`src/rtl/gpt_pkg.sv`:
```
package gpt_pkg;

  // Counter sits at its top value, so the next step wraps.
  function automatic logic at_top8(input logic [7:0] v);
    return v == 8'hFF;
  endfunction

  // Interval counter is on its last period (or was loaded with zero).
  function automatic logic last_period(input logic [15:0] v);
    return v <= 16'd1;
  endfunction

  // Saturating decrement of the interval counter.
  function automatic logic [15:0] dec_sat(input logic [15:0] v);
    return (v == 16'd0) ? 16'd0 : v - 16'd1;
  endfunction

endpackage

```
`src/rtl/gpt_prescaler.sv`:
```
module gpt_prescaler #(
  parameter int DIV = 64
) (
  input  logic clk,
  input  logic rst,
  input  logic clr,
  input  logic en,
  output logic tick
);
  localparam int PW = (DIV > 1) ? $clog2(DIV) : 1;
  localparam logic [PW-1:0] LAST = PW'(DIV - 1);

  logic [PW-1:0] phase;

  assign tick = en && (phase == LAST);

  always_ff @(posedge clk) begin
    if (rst || clr)  phase <= '0;
    else if (tick)   phase <= '0;
    else if (en)     phase <= phase + 1'b1;
  end
endmodule

```
`src/rtl/gpt_accum.sv`:
```
module gpt_accum
  import gpt_pkg::*;
(
  input  logic       clk,
  input  logic       rst,
  input  logic       load,
  input  logic       step,
  input  logic [7:0] reload,
  output logic [7:0] count,
  output logic       wrap_evt
);
  assign wrap_evt = step && at_top8(count);

  always_ff @(posedge clk) begin
    if (rst)                  count <= '0;
    else if (load || wrap_evt) count <= reload;
    else if (step)            count <= count + 8'd1;
  end
endmodule

```
`src/rtl/gpt_interval.sv`:
```
module gpt_interval
  import gpt_pkg::*;
(
  input  logic        clk,
  input  logic        rst,
  input  logic        start,
  input  logic [15:0] big_load,
  input  logic        ovf_evt,
  input  logic        ien_wr,
  input  logic        ien_wdata,
  input  logic        flag_clr,
  output logic [15:0] big,
  output logic        flag,
  output logic        ien,
  output logic        heater,
  output logic        done,
  output logic        finish_evt
);
  assign finish_evt = ovf_evt && last_period(big);

  always_ff @(posedge clk) begin
    if (rst) begin
      big <= '0; flag <= 1'b0; ien <= 1'b0; heater <= 1'b0; done <= 1'b0;
    end else if (start) begin
      big <= big_load; flag <= 1'b0; ien <= 1'b1; heater <= 1'b1; done <= 1'b0;
    end else begin
      if (ovf_evt)       flag <= 1'b1;
      else if (flag_clr) flag <= 1'b0;
      if (ovf_evt)       big <= dec_sat(big);
      if (finish_evt) begin
        ien <= 1'b0; heater <= 1'b0; done <= 1'b1;
      end else if (ien_wr) begin
        ien <= ien_wdata;
      end
    end
  end
endmodule

```
`src/rtl/gated_interval_timer.sv`:
```
module gated_interval_timer #(
  parameter int DIV = 64
) (
  input  logic        clk,
  input  logic        rst,
  input  logic        start_i,
  input  logic        gate_i,
  input  logic [7:0]  reload_i,
  input  logic [15:0] big_load_i,
  input  logic        irq_en_wr_i,
  input  logic        irq_en_wdata_i,
  input  logic        flag_clr_i,
  output logic [7:0]  count_o,
  output logic [15:0] big_o,
  output logic        ovf_flag_o,
  output logic        irq_en_o,
  output logic        irq_o,
  output logic        heater_o,
  output logic        done_o
);
  logic run_gate;   // counting allowed this cycle
  logic tick;       // prescaler period complete
  logic ovf_evt;    // counter wraps this cycle
  logic finish_evt; // last interval period ends this cycle

  assign run_gate = heater_o && gate_i && !start_i;

  gpt_prescaler #(.DIV(DIV)) u_pre (
    .clk(clk), .rst(rst), .clr(start_i), .en(run_gate), .tick(tick)
  );

  gpt_accum u_acc (
    .clk(clk), .rst(rst), .load(start_i), .step(tick),
    .reload(reload_i), .count(count_o), .wrap_evt(ovf_evt)
  );

  gpt_interval u_int (
    .clk(clk), .rst(rst), .start(start_i), .big_load(big_load_i),
    .ovf_evt(ovf_evt), .ien_wr(irq_en_wr_i), .ien_wdata(irq_en_wdata_i),
    .flag_clr(flag_clr_i), .big(big_o), .flag(ovf_flag_o), .ien(irq_en_o),
    .heater(heater_o), .done(done_o), .finish_evt(finish_evt)
  );

  assign irq_o = ovf_flag_o && irq_en_o;
endmodule

```
`config.mk`:
```
export PLATFORM = sky130hd
export DESIGN_NAME = gated_interval_timer
export DESIGN_NICKNAME = d
export VERILOG_FILES = /design/src/rtl/gpt_pkg.sv /design/src/rtl/gpt_prescaler.sv /design/src/rtl/gpt_accum.sv /design/src/rtl/gpt_interval.sv /design/src/rtl/gated_interval_timer.sv
export SDC_FILE = /design/constraint.sdc
export NUM_CORES = 1
export LEC_CHECK = 0
export BUFFER_PORTS_ARGS = -buffer_cell sky130_fd_sc_hd__buf_4
export CORE_MARGIN = 4
export CORE_UTILIZATION = 57
export CTS_BUF_LIST = sky130_fd_sc_hd__clkbuf_2 sky130_fd_sc_hd__clkbuf_4 sky130_fd_sc_hd__clkbuf_8
export CTS_CLUSTER_SIZE = 16
export DETAILED_ROUTE_END_ITERATION = 10
export PLACE_DENSITY_LB_ADDON = 0.25
export SYNTH_ARGS = -nofsm -noshare
export SYNTH_HDL_FRONTEND = slang
export SYNTH_SLANG_ARGS = --single-unit
export TNS_END_PERCENT = 50
```
`constraint.sdc`:
```
create_clock -name clk -period 4.25 [get_ports clk]
set_input_delay 0.6375 -clock clk [delete_from_list [all_inputs] [get_ports clk]]
set_output_delay 0.6375 -clock clk [all_outputs]
set_load 0.02 [all_outputs]
```
==> impl_metrics.py, run 1 <==
metrics = {
    "status": {
        "status": "finished, final reports clean",
    },
    "finish": {
        "area_delta_synth_final_pct": 28.3,
        "seq_area_sq_um": 681,
        "design_area_sq_um": 2520,
        "antenna_cells": 0,
        "fillers": 263,
        "drive_gt1_frac": 0.271,
        "final_cell_mix": "buf_4, dfxtp_1, nand2_1",
        "multi_input_area_sq_um": 1180,
        "final_common_cell": "buf_4",
        "fin_nets": 327,
    },
    "flow_run": {
        "maxCapViolCount": 0,
    },
    "routing": {
        "drc": 0,
        "vias": 1954,
        "initialDrtViolationCount": 175,
        "finalWirelength_um": 4820,
        "ant_nets": 0,
        "drt-pass1-iter-count": 4,
        "via_per_inst": 5.78,
        "wl_per_cell_um": 14.3,
    },
    "logic_synthesis": {
        "syn_inst": 237,
        "syn-cell-area_sq_um": 1960,
        "synth_fp_nets": 273,
        "synth.distinct_cells": 46,
        "syn_area_per_cell_sq_um": 8.28,
        "ys_ff_latch": 34,
        "ys_seq_area_frac": 0.347,
        "ys_warn_count": 0,
    },
    "global_routing": {
        "grt.overflow.total": 0,
        "grt_pass1_wl_um": 7690,
        "track_usage": 0.223,
        "antenna_found_initial": 0,
        "grt_max_degree": 35,
        "grt_pass1_vias": 1697,
    },
    "worst_setup_path": {
        "slowest_stage": "nor4_4",
        "crit_chain": "ha_1 > nand4_2 > nor4_4 > buf_4 > o21a_1 > nand2_2 > o21ai_0",
        "worstSetupPathType": "register to register",
        "cp.required_ns": 4.51,
        "crit_path_max_fanout": 12,
        "endpoint_kind": "register",
        "crit_path_start_kind": "register",
        "slowest_delay_ns": 0.62,
        "worst-endpoint-arrival_ns": 2.81,
    },
    "timing": {
        "max_slew_margin": 0.405,
        "final_max_slew_viol_count": 0,
        "setup_tns_ns": 0,
        "rsz0062_at_grt": "no",
        "layout_min_cycle_time_ns": 2.56,
        "max_freq_ghz": 0.391,
        "hold_violations": 0,
        "setup_viol": 0,
        "tightest_slew_ns": 0.889,
        "period_share": 0.601,
        "fin_skew_ns": 0.00845,
    },
    "cts": {
        "cts_tree": "done",
        "cts_setup_buffers": 0,
        "clkLatencyLatePin_ns": 0.34,
        "clockBufferDepth": 2,
        "clk_pin_slew_worst_paths_ns": 0.11,
        "root_buffer": "clkbuf_4",
        "cts_buffers": 5,
        "cts-hold-fix-buffers": 0,
        "cts_sinks": 34,
        "post_cts_resized": 0,
        "htreeDepth": 2,
    },
    "placement": {
        "hpwlAfterDp_um": 3520,
        "gp_congestion": 0.893,
        "place_area_sq_um": 2410,
        "portBuffers": 59,
    },
    "floorplan": {
        "dieWidth_um": 66.7,
        "rows": 21,
        "start_util": 0.588,
        "die_y_um": 66.7,
        "core_sq_um": 3340,
        "dieArea_sq_um": 4440,
        "pin_count": 60,
    },
    "pwr": {
        "p_per_area_nw_per_um2": 324,
        "vdd_ir_drop_max_mv": 0.202,
        "switching_share": 0.272,
        "switching_power_mw": 0.222,
        "p_int_mw": 0.594,
        "clock_power_share": 0.365,
        "p_comb_frac": 0.195,
        "leakage_nw": 1.06,
        "seq_power_share": 0.440,
    },
    "hold_path": {
        "hold_path_class": "register to register",
    },
}
synth_stat cells, drive strengths merged:
master | number | area, sq um
dfxtp | 34 | 681
nor2 | 21 | 78.8
nand2 | 29 | 111
xor2 | 9 | 78.8
a21oi | 11 | 55.1
nor3b | 7 | 52.6
mux2 | 1 | 11.3
nand4 | 9 | 68.8
inv | 10 | 37.5
ha | 5 | 62.6
or4 | 3 | 22.5
mux2i | 1 | 10.0
a32oi | 3 | 26.3
o21a | 2 | 15.0
a31o | 2 | 17.5
or3 | 1 | 6.26
nand3 | 7 | 35.0
or2 | 1 | 6.26
nand2b | 1 | 6.26
and4 | 2 | 17.5
o31a | 2 | 17.5
and3b | 1 | 8.76
a2111oi | 2 | 17.5
nor3 | 7 | 40.0
clkbuf | 9 | 33.8
o22ai | 2 | 12.5
and4b | 1 | 10.0
buf | 4 | 25.0
a211oi | 7 | 52.6
and2 | 2 | 12.5
xnor2 | 9 | 78.8
a311oi | 2 | 23.8
a311o | 2 | 20.0
a2111o | 2 | 22.5
o21ai | 13 | 65.1
nor4 | 8 | 65.1
and3 | 1 | 6.26
nand4b | 4 | 50.1
stage by stage:
step / instances / total power [mW] / hold slack (ns) / utilization / setup WS [ns]
2_1_floorplan: 237 / 0.460 / 0.479 / - / 2.29
3_3_place_gp: 330 / 0.523 / 0.454 / 0.723 / 1.48
3_5_place_dp: 330 / 0.525 / 0.467 / 0.723 / 1.44
4_1_cts: 338 / 0.821 / 0.476 / 0.754 / 1.70
5_1_grt: 338 / 0.857 / 0.476 / 0.754 / 1.52
6_report: 338 / 0.816 / 0.476 / 0.754 / 1.69
state kept, by name, indices dropped and copies added (netlist names):
register	cells
u_pre.phase	6
u_int.done	1
u_int.ien	1
u_int.flag	1
u_acc.count	8
u_int.big	16
u_int.heater	1
kinds of logic (layout without fill, tap and decap cells):
| family | count (synthesis) | in the layout | synth area share |
|---|---|---|---|
| multiplexers | 2 | 2 | 0.0108 |
| AO/OA/AOI/OAI | 50 | 50 | 0.176 |
| adder cells (fa/ha/maj) | 5 | 5 | 0.0319 |
| AND/OR/NAND/NOR | 105 | 105 | 0.305 |
| buffers and inverters | 23 | 78 | 0.0491 |
| XOR/XNOR | 18 | 18 | 0.0804 |
| flip-flops | 34 | 34 | 0.347 |
worst paths after layout:
check / cells past startpoint / end / start / slack, ns
worst max-delay path: 7 / u_int.big[10] / u_pre.phase[0] / 1.69
worst min-delay path: 2 / u_int.done / u_int.done / 0.48
worst max register to register: 7 / u_int.big[10] / u_pre.phase[0] / 1.69
worst min register to register: 2 / u_int.done / u_int.done / 0.48
critical path, delay by kind of cell (launching register included):
family | cells | cell delay [ns]
AO/OA/AOI/OAI | 2 | 0.63
adder cells (fa/ha/maj) | 1 | 0.22
buffers and inverters | 1 | 0.26
flip-flops | 1 | 0.38
AND/OR/NAND/NOR | 3 | 0.98
area by class of cell:
class,instances,share of cell area
clock buffer,5,0.0149
clock inverter,3,0.0273
inverter,10,0.0149
multi-input combinational,180,0.471
sequential,34,0.270
tap,46,0.0229
timing repair buffer,60,0.179
routing by layer:
metal / wire length (um) / GRT usage / vias to the layer above
li1: - / - / 974
met4: 68 / 0.0838 / 0
met3: 329 / 0.0371 / 8
met1: 2030 / 0.276 / 903
met2: 2390 / 0.384 / 69
met5: 0 / 0 / -
power by group through the flow:
| stage | clock network (mW) | logic [mW] | registers (mW) |
|---|---|---|---|
| floorplan | 0 | 0.0806 | 0.379 |
| detailed placement | 0 | 0.159 | 0.365 |
| global route | 0.322 | 0.173 | 0.362 |
| CTS | 0.303 | 0.160 | 0.359 |
| finish | 0.298 | 0.159 | 0.359 |
| global placement | 0 | 0.158 | 0.365 |
No activity file was read; power rests on OpenSTA's default activity.
==> inputs of run 2 (changes only) <==
--- a/config.mk
+++ b/config.mk
@@ -7,7 +7,7 @@
 export LEC_CHECK = 0
 export BUFFER_PORTS_ARGS = -buffer_cell sky130_fd_sc_hd__buf_4
 export CORE_MARGIN = 4
-export CORE_UTILIZATION = 57
+export CORE_UTILIZATION = 53
 export CTS_BUF_LIST = sky130_fd_sc_hd__clkbuf_2 sky130_fd_sc_hd__clkbuf_4 sky130_fd_sc_hd__clkbuf_8
 export CTS_CLUSTER_SIZE = 16
 export DETAILED_ROUTE_END_ITERATION = 10
==> constraint.sdc (replaced) <==
create_clock -name clk -period 2.55 [get_ports clk]
set_input_delay 0.3825 -clock clk [delete_from_list [all_inputs] [get_ports clk]]
set_output_delay 0.3825 -clock clk [all_outputs]
set_load 0.02 [all_outputs]
==> run 2 against run 1 <==
Compared with the run above: design area fell by 0.15%; final cell count rose by 0.30%; global-route usage rose by 0.98 points; flip-flop and latch count did not move; combinational power rose by 69%; core utilization fell by 2.4 points; critical path depth fell by 1; critical endpoint is now u_int.big[0]; sequential power rose by 67%; die area rose by 6.6%; maximum frequency rose by 19%; power rose by 57%.
==> impl_metrics.py, run 2 (synthesized netlist as in run 1, its figures left out) <==
metrics = {
    "finish": {
        "final_common_cell": "buf_4",
        "antenna_cells": 0,
        "regMostFlops": "u_int.big",
        "reg_top3": "u_int.big: 16 flops, u_acc.count: 8 flops, u_pre.phase: 6 flops",
        "final_cells": 339,
        "fillers": 299,
        "area_delta_synth_final_pct": 28.1,
        "multi_input_area_sq_um": 1180,
        "drive_gt1_frac": 0.273,
        "largest_reg_flops": 16,
        "utilization": 0.730,
        "fin_nets": 328,
        "final_cell_mix": "buf_4, dfxtp_1, nand2_1",
        "design_area_sq_um": 2510,
        "seq_area_sq_um": 681,
    },
    "hold_path": {
        "hold_path.startpoint": "big_load_i[2]",
        "hold_path_class": "input pin to register",
        "hold_path_depth": 3,
        "holdPathEnd": "u_int.big[2]",
    },
    "floorplan": {
        "dieWidth_um": 68.8,
        "pin_count": 60,
        "rows": 21,
        "die_y_um": 68.8,
        "start_util": 0.570,
        "core_sq_um": 3440,
        "dieArea_sq_um": 4740,
    },
    "routing": {
        "initialDrtViolationCount": 140,
        "vias": 1949,
        "via_per_inst": 5.75,
        "wl_per_cell_um": 14.6,
        "drt-pass1-iter-count": 4,
        "finalWirelength_um": 4970,
        "drc": 0,
        "ant_nets": 0,
    },
    "worst_setup_path": {
        "rrSetupSlack_ns": 0.40,
        "crit-reg2reg-launch": "u_pre.phase[0]",
        "r2r_cells": 6,
        "crit_path_max_fanout": 12,
        "r2r_end": "u_int.big[0]",
        "worst-endpoint-arrival_ns": 2.34,
        "crit_path_start_kind": "register",
        "worstSetupPathType": "register to register",
        "endpoint_kind": "register",
        "cp.required_ns": 2.75,
    },
    "cts": {
        "clkLatencyLatePin_ns": 0.28,
        "clk_pin_slew_worst_paths_ns": 0.07,
        "clockBufferDepth": 2,
        "cts-hold-fix-buffers": 0,
        "post_cts_resized": 0,
        "root_buffer": "clkbuf_8",
        "cts_setup_buffers": 0,
        "cts_tree": "done",
        "cts_buffers": 5,
        "htreeDepth": 2,
        "cts_sinks": 34,
    },
    "timing": {
        "tightest_slew_ns": 0.857,
        "fin_skew_ns": 0.00425,
        "layout_min_cycle_time_ns": 2.15,
        "setup_tns_ns": 0,
        "rsz0062_at_grt": "no",
        "hold_violations": 0,
        "max_slew_margin": 0.427,
        "final_max_slew_viol_count": 0,
        "period_share": 0.842,
        "max_freq_ghz": 0.466,
        "setup_viol": 0,
    },
    "placement": {
        "portBuffers": 59,
        "gp_congestion": 0.932,
        "dp_cells": 331,
        "hpwlAfterDp_um": 3620,
        "place_area_sq_um": 2420,
    },
    "pwr": {
        "switching_power_mw": 0.367,
        "p_comb_frac": 0.209,
        "p_int_mw": 0.913,
        "vdd_ir_drop_max_mv": 0.347,
        "leakage_nw": 1.06,
        "seq_power_share": 0.468,
        "p_per_area_nw_per_um2": 509,
        "switching_share": 0.287,
        "clock_power_share": 0.323,
    },
    "global_routing": {
        "grt_max_degree": 34,
        "antenna_found_initial": 0,
        "grt_pass1_wl_um": 8210,
        "track_usage": 0.233,
        "grt.overflow.total": 0,
        "grt_pass1_vias": 1850,
    },
    "flow_run": {
        "maxCapViolCount": 0,
    },
    "status": {
        "status": "finished, final reports clean",
    },
}
-- run 2: changes by cell type in the layout (fill, tap and decap cells not counted) --
cell       change
clkbuf_4       -4
clkbuf_8       +6
bufinv_16      -2
buf_4          +1
clkinv_4       -1
clkinv_2       +1
-- run 2: final cells by class --
class	instances	share of cell area
well taps	46	0.0229
clock buffers	7	0.0358
inverters	10	0.0149
repair buffers	61	0.182
clock inverters	1	0.00199
multi-input cells	180	0.471
flip-flops and latches	34	0.271
-- run 2: worst max-delay path by stage --
stage | cells after the start | slack, ns | endpoint | start
final | 6 | 0.40 | u_int.big[0] | u_pre.phase[0]
after global routing | 6 | 0.15 | u_int.big[0] | u_pre.phase[0]
after CTS | 6 | 0.39 | u_int.big[0] | u_pre.phase[0]
after detailed placement | 6 | 0.40 | u_int.big[0] | u_pre.phase[0]
after global placement | 6 | 0.51 | u_int.big[0] | u_pre.phase[0]
after floorplan | 7 | 0.64 | u_int.big[0] | u_acc.count[0]
-- run 2: per-stage QoR --
stage               hold slack, ns  setup WS (ns)  total power, mW
finish                       0.291          0.403             1.28
global route                 0.295          0.150             1.34
CTS                          0.288          0.387             1.29
detailed placement           0.463          0.405            0.877
global placement             0.462          0.508            0.874
floorplan                    0.479          0.644            0.766
-- run 2: routing by layer --
layer | vias up | GRT usage | routed length [um]
met5 | - | 0 | 0
met2 | 62 | 0.390 | 2450
met3 | 15 | 0.0600 | 315
met4 | 0 | 0.102 | 130
met1 | 893 | 0.279 | 2070
li1 | 979 | - | -
-- run 2: worst max-delay path, cell delays in order, from the launching register on --
cell      delay (ns)
dfxtp_1         0.36
ha_1            0.21
nand4_2         0.20
nor4_4          0.45
o21a_1          0.46
nor3b_1         0.12
a311oi_2        0.24
-- run 2: power groups by stage --
stage | combinational (mW) | sequential, mW | clock (mW)
2_1_floorplan | 0.134 | 0.632 | 0
6_report | 0.268 | 0.598 | 0.413
3_5_place_dp | 0.268 | 0.609 | 0
3_3_place_gp | 0.265 | 0.608 | 0
4_1_cts | 0.269 | 0.597 | 0.424
5_1_grt | 0.293 | 0.603 | 0.444
